--- src/rtl/dir_pkg.sv ---
package dir_pkg;
  typedef enum logic [1:0] {
    PRB_INV       = 2'd0,
    PRB_FETCH     = 2'd1,
    PRB_FETCH_INV = 2'd2
  } prb_kind_e;

  typedef enum logic [2:0] {
    ST_IDLE, ST_PROBE, ST_ACKS, ST_MEM_RD, ST_MEM_WR, ST_REPLY, ST_DONE
  } home_st_e;
endpackage

--- src/rtl/dir_entry_store.sv ---
module dir_entry_store #(
  parameter int NODES  = 4,
  parameter int BLOCKS = 8,
  localparam int BLK_W = $clog2(BLOCKS)
) (
  input  logic             clk_i,
  input  logic             rst_ni,
  input  logic [BLK_W-1:0] rd_blk_i,
  output logic [NODES-1:0] rd_pres_o,
  output logic             rd_dirty_o,
  input  logic             wr_en_i,
  input  logic [BLK_W-1:0] wr_blk_i,
  input  logic [NODES-1:0] wr_pres_i,
  input  logic             wr_dirty_i
);
  logic [NODES-1:0] pres_q  [BLOCKS];
  logic             dirty_q [BLOCKS];

  for (genvar g = 0; g < BLOCKS; g++) begin : g_entry
    always_ff @(posedge clk_i or negedge rst_ni) begin
      if (!rst_ni) begin
        pres_q[g]  <= '0;
        dirty_q[g] <= 1'b0;
      end else if (wr_en_i && wr_blk_i == BLK_W'(g)) begin
        pres_q[g]  <= wr_pres_i;
        dirty_q[g] <= wr_dirty_i;
      end
    end
  end

  assign rd_pres_o  = pres_q[rd_blk_i];
  assign rd_dirty_o = dirty_q[rd_blk_i];
endmodule

--- src/rtl/dir_sharer_pick.sv ---
module dir_sharer_pick #(
  parameter int NODES = 4,
  localparam int NODE_W = $clog2(NODES)
) (
  input  logic [NODES-1:0]  vec_i,
  output logic              any_o,
  output logic [NODE_W-1:0] idx_o
);
  assign any_o = |vec_i;

  // lowest set bit wins
  always_comb begin
    idx_o = '0;
    for (int k = NODES - 1; k >= 0; k--) begin
      if (vec_i[k]) idx_o = NODE_W'(k);
    end
  end
endmodule

--- src/rtl/dir_home_ctrl.sv ---
module dir_home_ctrl #(
  parameter int NODES  = 4,
  parameter int BLOCKS = 8,
  parameter int DATA_W = 32,
  localparam int NODE_W = $clog2(NODES),
  localparam int BLK_W  = $clog2(BLOCKS),
  localparam int CNT_W  = $clog2(NODES + 1)
) (
  input  logic              clk_i,
  input  logic              rst_ni,
  input  logic              req_valid_i,
  output logic              req_ready_o,
  input  logic              req_write_i,
  input  logic [NODE_W-1:0] req_node_i,
  input  logic [BLK_W-1:0]  req_blk_i,
  output logic              prb_valid_o,
  input  logic              prb_ready_i,
  output logic [1:0]        prb_kind_o,
  output logic [NODE_W-1:0] prb_node_o,
  output logic [BLK_W-1:0]  prb_blk_o,
  input  logic              ack_valid_i,
  input  logic [DATA_W-1:0] ack_data_i,
  output logic              mem_valid_o,
  output logic              mem_write_o,
  output logic [BLK_W-1:0]  mem_blk_o,
  output logic [DATA_W-1:0] mem_wdata_o,
  input  logic              mem_rvalid_i,
  input  logic [DATA_W-1:0] mem_rdata_i,
  output logic              rep_valid_o,
  input  logic              rep_ready_i,
  output logic [NODE_W-1:0] rep_node_o,
  output logic [BLK_W-1:0]  rep_blk_o,
  output logic [DATA_W-1:0] rep_data_o,
  input  logic              done_valid_i,
  input  logic [NODE_W-1:0] done_node_i,
  output logic              busy_o
);
  import dir_pkg::*;

  home_st_e          state_q;
  logic              cur_write_q, cur_dirty_q, mem_sent_q;
  logic [NODE_W-1:0] cur_node_q;
  logic [BLK_W-1:0]  cur_blk_q;
  logic [NODES-1:0]  cur_pres_q, pend_q;
  logic [CNT_W-1:0]  ack_cnt;
  logic [DATA_W-1:0] data_q;

  logic [NODES-1:0]  rd_pres, req_bit, sharers, cur_bit;
  logic              rd_dirty, pend_any, accept;
  logic [NODE_W-1:0] pend_idx;
  logic [CNT_W-1:0]  sharer_cnt;
  logic              dir_wr_en, dir_wr_dirty;
  logic [NODES-1:0]  dir_wr_pres;

  dir_entry_store #(.NODES(NODES), .BLOCKS(BLOCKS)) i_store (
    .clk_i      (clk_i),
    .rst_ni     (rst_ni),
    .rd_blk_i   (req_blk_i),
    .rd_pres_o  (rd_pres),
    .rd_dirty_o (rd_dirty),
    .wr_en_i    (dir_wr_en),
    .wr_blk_i   (cur_blk_q),
    .wr_pres_i  (dir_wr_pres),
    .wr_dirty_i (dir_wr_dirty)
  );

  dir_sharer_pick #(.NODES(NODES)) i_pick (
    .vec_i (pend_q),
    .any_o (pend_any),
    .idx_o (pend_idx)
  );

  assign accept  = (state_q == ST_IDLE) && req_valid_i;
  assign req_bit = NODES'(1) << req_node_i;
  assign cur_bit = NODES'(1) << cur_node_q;
  // requester's own copy is never invalidated
  assign sharers = rd_pres & ~req_bit;

  always_comb begin
    sharer_cnt = '0;
    for (int k = 0; k < NODES; k++) sharer_cnt = sharer_cnt + CNT_W'(sharers[k]);
  end

  assign dir_wr_en    = (state_q == ST_REPLY) && rep_ready_i;
  assign dir_wr_dirty = cur_write_q;
  assign dir_wr_pres  = cur_write_q ? cur_bit : (cur_pres_q | cur_bit);

  always_ff @(posedge clk_i or negedge rst_ni) begin
    if (!rst_ni) begin
      state_q     <= ST_IDLE;
      cur_write_q <= 1'b0;
      cur_dirty_q <= 1'b0;
      cur_node_q  <= '0;
      cur_blk_q   <= '0;
      cur_pres_q  <= '0;
      pend_q      <= '0;
      ack_cnt     <= '0;
      data_q      <= '0;
      mem_sent_q  <= 1'b0;
    end else begin
      if (ack_valid_i && ack_cnt != '0) begin
        ack_cnt <= ack_cnt - CNT_W'(1);
        data_q  <= ack_data_i;
      end
      unique case (state_q)
        ST_IDLE: if (accept) begin
          cur_write_q <= req_write_i;
          cur_dirty_q <= rd_dirty;
          cur_node_q  <= req_node_i;
          cur_blk_q   <= req_blk_i;
          cur_pres_q  <= rd_pres;
          if (rd_dirty) begin
            pend_q  <= rd_pres;
            ack_cnt <= CNT_W'(1);
            state_q <= ST_PROBE;
          end else if (req_write_i && sharers != '0) begin
            pend_q  <= sharers;
            ack_cnt <= sharer_cnt;
            state_q <= ST_PROBE;
          end else begin
            pend_q  <= '0;
            ack_cnt <= '0;
            state_q <= ST_MEM_RD;
          end
        end
        ST_PROBE: begin
          if (!pend_any) state_q <= ST_ACKS;
          else if (prb_ready_i) pend_q[pend_idx] <= 1'b0;
        end
        ST_ACKS: if (ack_cnt == '0) begin
          if (!cur_dirty_q)     state_q <= ST_MEM_RD;
          else if (cur_write_q) state_q <= ST_REPLY;
          else                  state_q <= ST_MEM_WR;
        end
        ST_MEM_RD: begin
          if (!mem_sent_q) mem_sent_q <= 1'b1;
          else if (mem_rvalid_i) begin
            mem_sent_q <= 1'b0;
            data_q     <= mem_rdata_i;
            state_q    <= ST_REPLY;
          end
        end
        ST_MEM_WR: state_q <= ST_REPLY;
        ST_REPLY:  if (rep_ready_i) state_q <= ST_DONE;
        ST_DONE:   if (done_valid_i && done_node_i == cur_node_q) state_q <= ST_IDLE;
        default:   state_q <= ST_IDLE;
      endcase
    end
  end

  assign req_ready_o = (state_q == ST_IDLE);
  assign busy_o      = (state_q != ST_IDLE);
  assign prb_valid_o = (state_q == ST_PROBE) && pend_any;
  assign prb_kind_o  = !cur_dirty_q ? PRB_INV : (cur_write_q ? PRB_FETCH_INV : PRB_FETCH);
  assign prb_node_o  = pend_idx;
  assign prb_blk_o   = cur_blk_q;
  assign mem_valid_o = ((state_q == ST_MEM_RD) && !mem_sent_q) || (state_q == ST_MEM_WR);
  assign mem_write_o = (state_q == ST_MEM_WR);
  assign mem_blk_o   = cur_blk_q;
  assign mem_wdata_o = data_q;
  assign rep_valid_o = (state_q == ST_REPLY);
  assign rep_node_o  = cur_node_q;
  assign rep_blk_o   = cur_blk_q;
  assign rep_data_o  = data_q;
endmodule

--- config.mk ---
export PLATFORM = sky130hd
export DESIGN_NAME = dir_home_ctrl
export DESIGN_NICKNAME = d
export VERILOG_FILES = /design/src/rtl/dir_pkg.sv /design/src/rtl/dir_entry_store.sv /design/src/rtl/dir_sharer_pick.sv /design/src/rtl/dir_home_ctrl.sv
export SDC_FILE = /design/constraint.sdc
export NUM_CORES = 1
export LEC_CHECK = 0
export ABC_AREA = 0
export ABC_CLOCK_PERIOD_IN_PS = 2400
export BUFFER_PORTS_ARGS = -buffer_cell sky130_fd_sc_hd__buf_2
export CAP_MARGIN = 20
export CELL_PAD_IN_SITES_DETAIL_PLACEMENT = 0
export CELL_PAD_IN_SITES_GLOBAL_PLACEMENT = 2
export CORE_UTILIZATION = 29
export CTS_CLUSTER_SIZE = 16
export DETAILED_ROUTE_END_ITERATION = 12
export HOLD_SLACK_MARGIN = 0.02
export PLACE_DENSITY = 0.79
export SYNTH_ARGS = -nofsm -noshare
export SYNTH_HDL_FRONTEND = slang
export SYNTH_HIERARCHICAL = 1
export SYNTH_SLANG_ARGS = --single-unit
--- constraint.sdc ---
create_clock -name clk_i -period 2.4 [get_ports clk_i]
set_input_delay 0 -clock clk_i [delete_from_list [all_inputs] [get_ports clk_i]]
set_output_delay 0 -clock clk_i [all_outputs]
set_load 0.02 [all_outputs]
======== Word level (Yosys, flattened, before mapping) ========
Index checks and enable logic that the tools add are counted.
word-level totals
  bits in registers ....................... 94
  input port bits ......................... 80
  output and inout port bits .............. 85
  logic and storage cells ................. 137
operators by class
  add/sub/neg operators ................... 4
  order comparisons ....................... 3
  equal/unequal tests ..................... 23
  shift operators ......................... 2
  mux-type cells .......................... 44
  bitwise logic cells ..................... 6
  reduce and logical (&&, ||, !) cells .... 29
operators by type and width
  operator             number
  $mux 32              4
  $mux 3               13
  $mux 4               8
  $eq 3x3->1 const B   7
  $pmux 3 s7           1
  $logic_and 1x1->1    16
  $mux 2               8
  $ne 2x2->1 const B   7
  $bmux 4 s3           1
  $eq 3x2->1 const B   4
  $logic_not 3->1      3
  $and 4x4->4          2
  $not 4->4            2
  $pmux 4 s2           1
  $shl 1x2->4 const A  2
  $reduce_and 7->1     1
  $eq 3x1->1 const B   2
  $mux 1               6
  $reduce_bool 3->1    2
  $ge 4x4->1 const B   1
  $ne 2x1->1 const B   2
  $not 3->4            1
  $or 4x4->4           1
  $reduce_and 4->1     1
  15 further kinds     15

======== Longest topological paths before layout ========
  word-level depth ........................ 13
  mapped depth ............................ 10

======== Hierarchy ========
Netlist, hierarchy kept.
modules (own cells, without submodules)
  module           times used  cells an instance  area each (um^2)  seq. area each (um^2)
  dir_home_ctrl    1           348                3169.3            1351.3
  dir_entry_store  1           106                1884.3            1001.0
  dir_sharer_pick  1           7                  35.0              0.0

======== Worst setup path after synthesis ========
No wires, ideal clock.
  path type ............................... register to register
  start point ............................. reg i_store/pres_q[27] (netlist name)
  end point ............................... reg ack_cnt[1]
  setup time .............................. 0.122 ns
  arrival time ............................ 2.211 ns
  required time ........................... 2.278 ns
  slack ................................... 0.068 ns
  stages on the path, launching flop included .. 9
  buffers on the path ..................... 0
  cell sequence ........................... dfrtp_1 mux4_1 mux2_2 nand2_1 fa_1 inv_1 ha_1 ha_1 a32o_1
between the ends
  word-level cells in the longest chain between the ends .. 10
  elaborated cells between the ends (all ways) .. 11
  those cells by class .................... 1 x add/sub; 7 x mux; 1 x bitwise; 2 x reduce/logical
RTL lines
  item                                                 RTL line               source
  start, declared                                      dir_entry_store.sv:16  logic [NODES-1:0] pres_q [BLOCKS];
  start signal, assigned by index                      dir_entry_store.sv:25  pres_q[g] <= wr_pres_i;
  $bmux 4 s3 (*)                                       dir_entry_store.sv:31  assign rd_pres_o = pres_q[rd_blk_i];
  $mux 4 (implied by the code) (*) (2 in series)       dir_entry_store.sv:31
  net rd_pres[3]                                       dir_home_ctrl.sv:48    logic [NODES-1:0] rd_pres, req_bit, sharers, cur_bit;
  $and 4x4->4 (*)                                      dir_home_ctrl.sv:77    assign sharers = rd_pres & ~req_bit;
  branches (longest 2 deep; another with $add 3x1->3)  -
  $mux 3 (*)                                           dir_home_ctrl.sv:116   end else if (req_write_i && sharers != '0) begin
  $mux 3 (*)                                           dir_home_ctrl.sv:112   if (rd_dirty) begin
  $mux 3 (*)                                           dir_home_ctrl.sv:106   ST_IDLE: if (accept) begin
  $mux 3 (*)                                           dir_home_ctrl.sv:105   unique case (state_q)
  end signal, assigned                                 dir_home_ctrl.sv:102   ack_cnt <= ack_cnt - CNT_W'(1);
  end signal, assigned                                 dir_home_ctrl.sv:118   ack_cnt <= sharer_cnt;
  end, declared                                        dir_home_ctrl.sv:45    logic [CNT_W-1:0] ack_cnt;
Mark *: on every way through the listed nets, which the timed path passes. The select of a mux whose other input is x is not followed.
A chain may end at the register's enable or synchronous reset.

======== Worst setup path in the final report ========
  start point ............................. reg i_store/pres_q[13] (netlist name)
  end point ............................... reg ack_cnt[1]
between the ends
  word-level cells in the longest chain between the ends .. 11
  elaborated cells between the ends (all ways) .. 13
  those cells by class .................... 3 x add/sub; 7 x mux; 1 x bitwise; 2 x reduce/logical
RTL lines
  item                                            RTL line               source
  $bmux 4 s3 (*)                                  dir_entry_store.sv:31
  $mux 4 (implied by the code) (*) (2 in series)  dir_entry_store.sv:31
  net rd_pres[1]                                  dir_home_ctrl.sv:48
  $and 4x4->4 (*)                                 dir_home_ctrl.sv:77
  $add 1x1->2                                     dir_home_ctrl.sv:81    for (int k = 0; k < NODES; k++) sharer_cnt = sharer_cnt + CNT_W'(sharers[k]);
  $add 2x1->3                                     dir_home_ctrl.sv:81
  $add 3x1->3                                     dir_home_ctrl.sv:81
  $mux 3 (*)                                      dir_home_ctrl.sv:116
  $mux 3 (*)                                      dir_home_ctrl.sv:112
  $mux 3 (*)                                      dir_home_ctrl.sv:106
  $mux 3 (*)                                      dir_home_ctrl.sv:105
The timed path passes the listed nets; every way through them passes the cells marked *. The select of a mux whose other input is x is not followed.

==> reports/qor.txt <==
Actual slew at the worst max-slew pin = 682 ps
Die area = 0.0181 mm²
MaxCap Viol Count = 0
# diodes = 0
WS Path Type = register to register
Sequential-to-total area share from yosys stat = 0.462
Die Height = 134 µm
Setup WS post-layout = 35.3 ps
Worst Hold Margin = 45.6 ps
Vias = 4189
IO Pins = 165
Synthesized area per cell = 11.0 µm²
Inserted Clock Buffers = 9
Sequential power share = 0.322
Final Setup Violations = 0
Sw frac = 0.419
Crit path largest cell delay = 460 ps
Die X = 134 µm
CTS tree = built
Main synth FF type = dfrtp_1
Synthesis-stage register bit count = 94
Detailed Place HPWL = 9260 µm
Power share of the clock group = 0.170
DRC Markers = 0
Fin. max-slew vios = 0
Worst-path cell chain = mux4_2 > mux2_4 > nand2_4 > fa_1 > inv_1 > ha_2 > ha_4 > a32o_1
Core area = 0.0172 mm²
Min-delay worst type = input port to register
Unrepaired setup endpoints after global routing = true
Clock skew = 8.91 ps
Post-Synthesis Cells = 461
Startpoint Class = register
Port Buffers = 164
CTS H-tree depth = 3
Post-synth EDFFs = 0
First drt pass iteration count = 6
Share of flip-flops with an asynchronous set or reset = 1.00
PwrDens = 1250 mW/mm²
CTS clock-pin slew for the worst setup and hold paths = 70 ps
Vias/cell = 4.66
Crit-path max FO = 2
Mapped Nets = 547
Ys Warns = 6
Largest net degree at the start of global routing = 62
CP bufs+invs = 1
ANT nets after route = 0
Gr usage total = 0.149
Vias in the first global route = 4164
Routed length per instance = 14.9 µm
Final wirelength = 13400 µm
Status = complete, no violations
Maximum buffer depth of the clock tree = 2
Synthesized area = 0.00509 mm²
Max frequency = 0.423 GHz
Iteration-0 DRC Markers = 141
Power, Total = 8760 µW
Delay-heaviest family, CP = adder cells
Total gr overflow = 0
Fin crit period = 2360 ps
First-pass GRT wire length = 21100 µm
Placement-stage worst setup slack = -29.8 ps
CTS root buf = clkbuf_16
Post-synth cell types = 53
Max VDD drop = 518 µV
Final Hold Vio Count = 0
Max stage delay cell, worst path = mux4_2
Initial core utilization = 0.295
Leakage power total = 0.00345 µW
Nets = 755
Layout cells sized above 1 = 0.401
Initial antenna violation count = 0
Comb pwr share = 0.508
Internal power = 5090 µW
Max-slew headroom = 0.546
CP endpoint kind = register
Site Rows = 48
Period utilization = 0.985
Routability cong. = 0.729
Clk Latency, worst-skew pair = 350 ps
Net Sw Power = 3670 µW
Req. time, crit path = 2640 ps
Critical path arrival = 2610 ps
Synthesis-to-finish area growth = 38.0%
Clock net sink count = 94
-- routing by layer --
layer | GRT usage | part of all wire | up-vias
met2 | 0.255 | 0.48 | 135
met5 | 0 | 0 | -
met1 | 0.187 | 0.46 | 2030
li1 | - | - | 2003
met3 | 0.0267 | 0.044 | 21
met4 | 0.0562 | 0.017 | 0
-- synthesized netlist by cell type, drive strengths merged, types with 2 or more instances --
master	count	area (µm²)
a211oi	2	15.0
a21oi	6	33.8
a22oi	2	15.0
a2bb2oi	2	17.5
and3	2	12.5
and4bb	3	37.5
buf	51	389
clkbuf	6	25.0
dfrtp	94	2350
ha	5	62.6
inv	21	78.8
mux2	45	507
mux2i	34	340
mux4	10	263
nand2	66	250
nand2b	3	18.8
nand3	4	20.0
nand4b	3	26.3
nor2	15	63.8
nor3	5	30.0
o21a	2	15.0
o21ai	50	250
o22ai	5	31.3
o311ai	2	17.5
or2	2	12.5
xnor2	3	26.3
-- metrics by stage --
step / utilization / cell area, µm² / std cells / setup TNS, ps
detailed placement: 0.347 / 5970 / 812 / -29.8
finish: 0.408 / 7020 / 899 / 0
CTS: 0.405 / 6990 / 898 / 0
global route: 0.408 / 7020 / 899 / -41.1
floorplan: - / 5090 / 461 / 0
global placement: 0.347 / 5970 / 812 / -17.8
-- cells in the final DEF, fill, tap and decap left out, drive strengths merged, types with 2 or more instances in the layout --
cell type / Yosys / final
buf: 51 / 184
dfrtp: 94 / 94
dlygate4sd3: 0 / 70
nand2: 66 / 66
o21ai: 50 / 50
mux2: 45 / 45
mux2i: 34 / 34
inv: 21 / 24
nor2: 15 / 15
clkbuf: 6 / 10
mux4: 10 / 10
a21oi: 6 / 6
o22ai: 5 / 5
nor3: 5 / 5
ha: 5 / 5
nand3: 4 / 4
xnor2: 3 / 3
and4bb: 3 / 3
nand4b: 3 / 3
nand2b: 3 / 3
or2: 2 / 2
o21a: 2 / 2
a22oi: 2 / 2
o311ai: 2 / 2
a211oi: 2 / 2
a2bb2oi: 2 / 2
clkinv: 0 / 2
and3: 2 / 2
-- kinds of logic after synthesis --
logic type	Yosys count	share of synthesized area
and+or+nand+nor	107	0.101
buffers and inverters	78	0.0969
AOI/OAI and AO/OA	83	0.0986
xor gates and xnor gates	4	0.00689
adders and majority gates	6	0.0162
muxes	89	0.218
DFF	94	0.462
-- power groups by stage --
| stage | Sequential [µW] | Clock (µW) | Combinational (µW) |
|---|---|---|---|
| finish | 2820 | 1490 | 4450 |
| global route | 2920 | 1600 | 4860 |
| CTS | 2800 | 1540 | 4410 |
| detailed placement | 2830 | 0 | 3900 |
| global placement | 2770 | 0 | 3870 |
| floorplan | 3080 | 0 | 2720 |
-- worst paths after layout --
kind | slack (ps) | endpoint | cells after the start | start
hold reg to reg | 500 | i_store/pres_q[18] | 1 | i_store/pres_q[18]
max in group asynchronous | 1540 | i_store/dirty_q[2] | 3 | rst_ni
setup reg to reg | 40 | ack_cnt[1] | 8 | i_store/pres_q[13]
setup / recovery | 40 | ack_cnt[1] | 8 | i_store/pres_q[13]
hold / removal | 50 | state_q[0] | 4 | rep_ready_i
min in group asynchronous | 150 | mem_wdata_o[17] | 2 | rst_ni
-- registers in the layout (all words and copies together) (netlist names) --
signal           cells
ack_cnt              3
i_store/pres_q      32
mem_sent_q           1
cur_pres_q           4
state_q              3
i_store/dirty_q      8
mem_blk_o            3
rep_node_o           2
pend_q               4
cur_dirty_q          1
mem_wdata_o         32
cur_write_q          1
-- worst reg2reg max path, stage by stage, from the launching register on --
cell     delay (ps)
dfrtp_1         380
mux4_2          460
mux2_4          300
nand2_4          60
fa_1            400
inv_1            70
ha_2            180
ha_4            190
a32o_1          210
-- area by class of cell --
cell class,count,area [µm²]
Fill cell,1711,10200
Sequential cell,94,2350
Multi-Input combinational cell,289,2280
Timing Repair Buffer,254,1720
Tap cell,225,282
Clock buffer,10,229
Inverter,21,78.8
Clock inverter,6,76.3
-- timing repair --
item                       CTS  global route
setup endpoints to repair    1            26
hold buffers                70             0
resized for setup            7            12
hold endpoints to repair    70             0
pin swaps                    0             3
buffers inserted             0             1
Power figures use the tool's default switching activity.
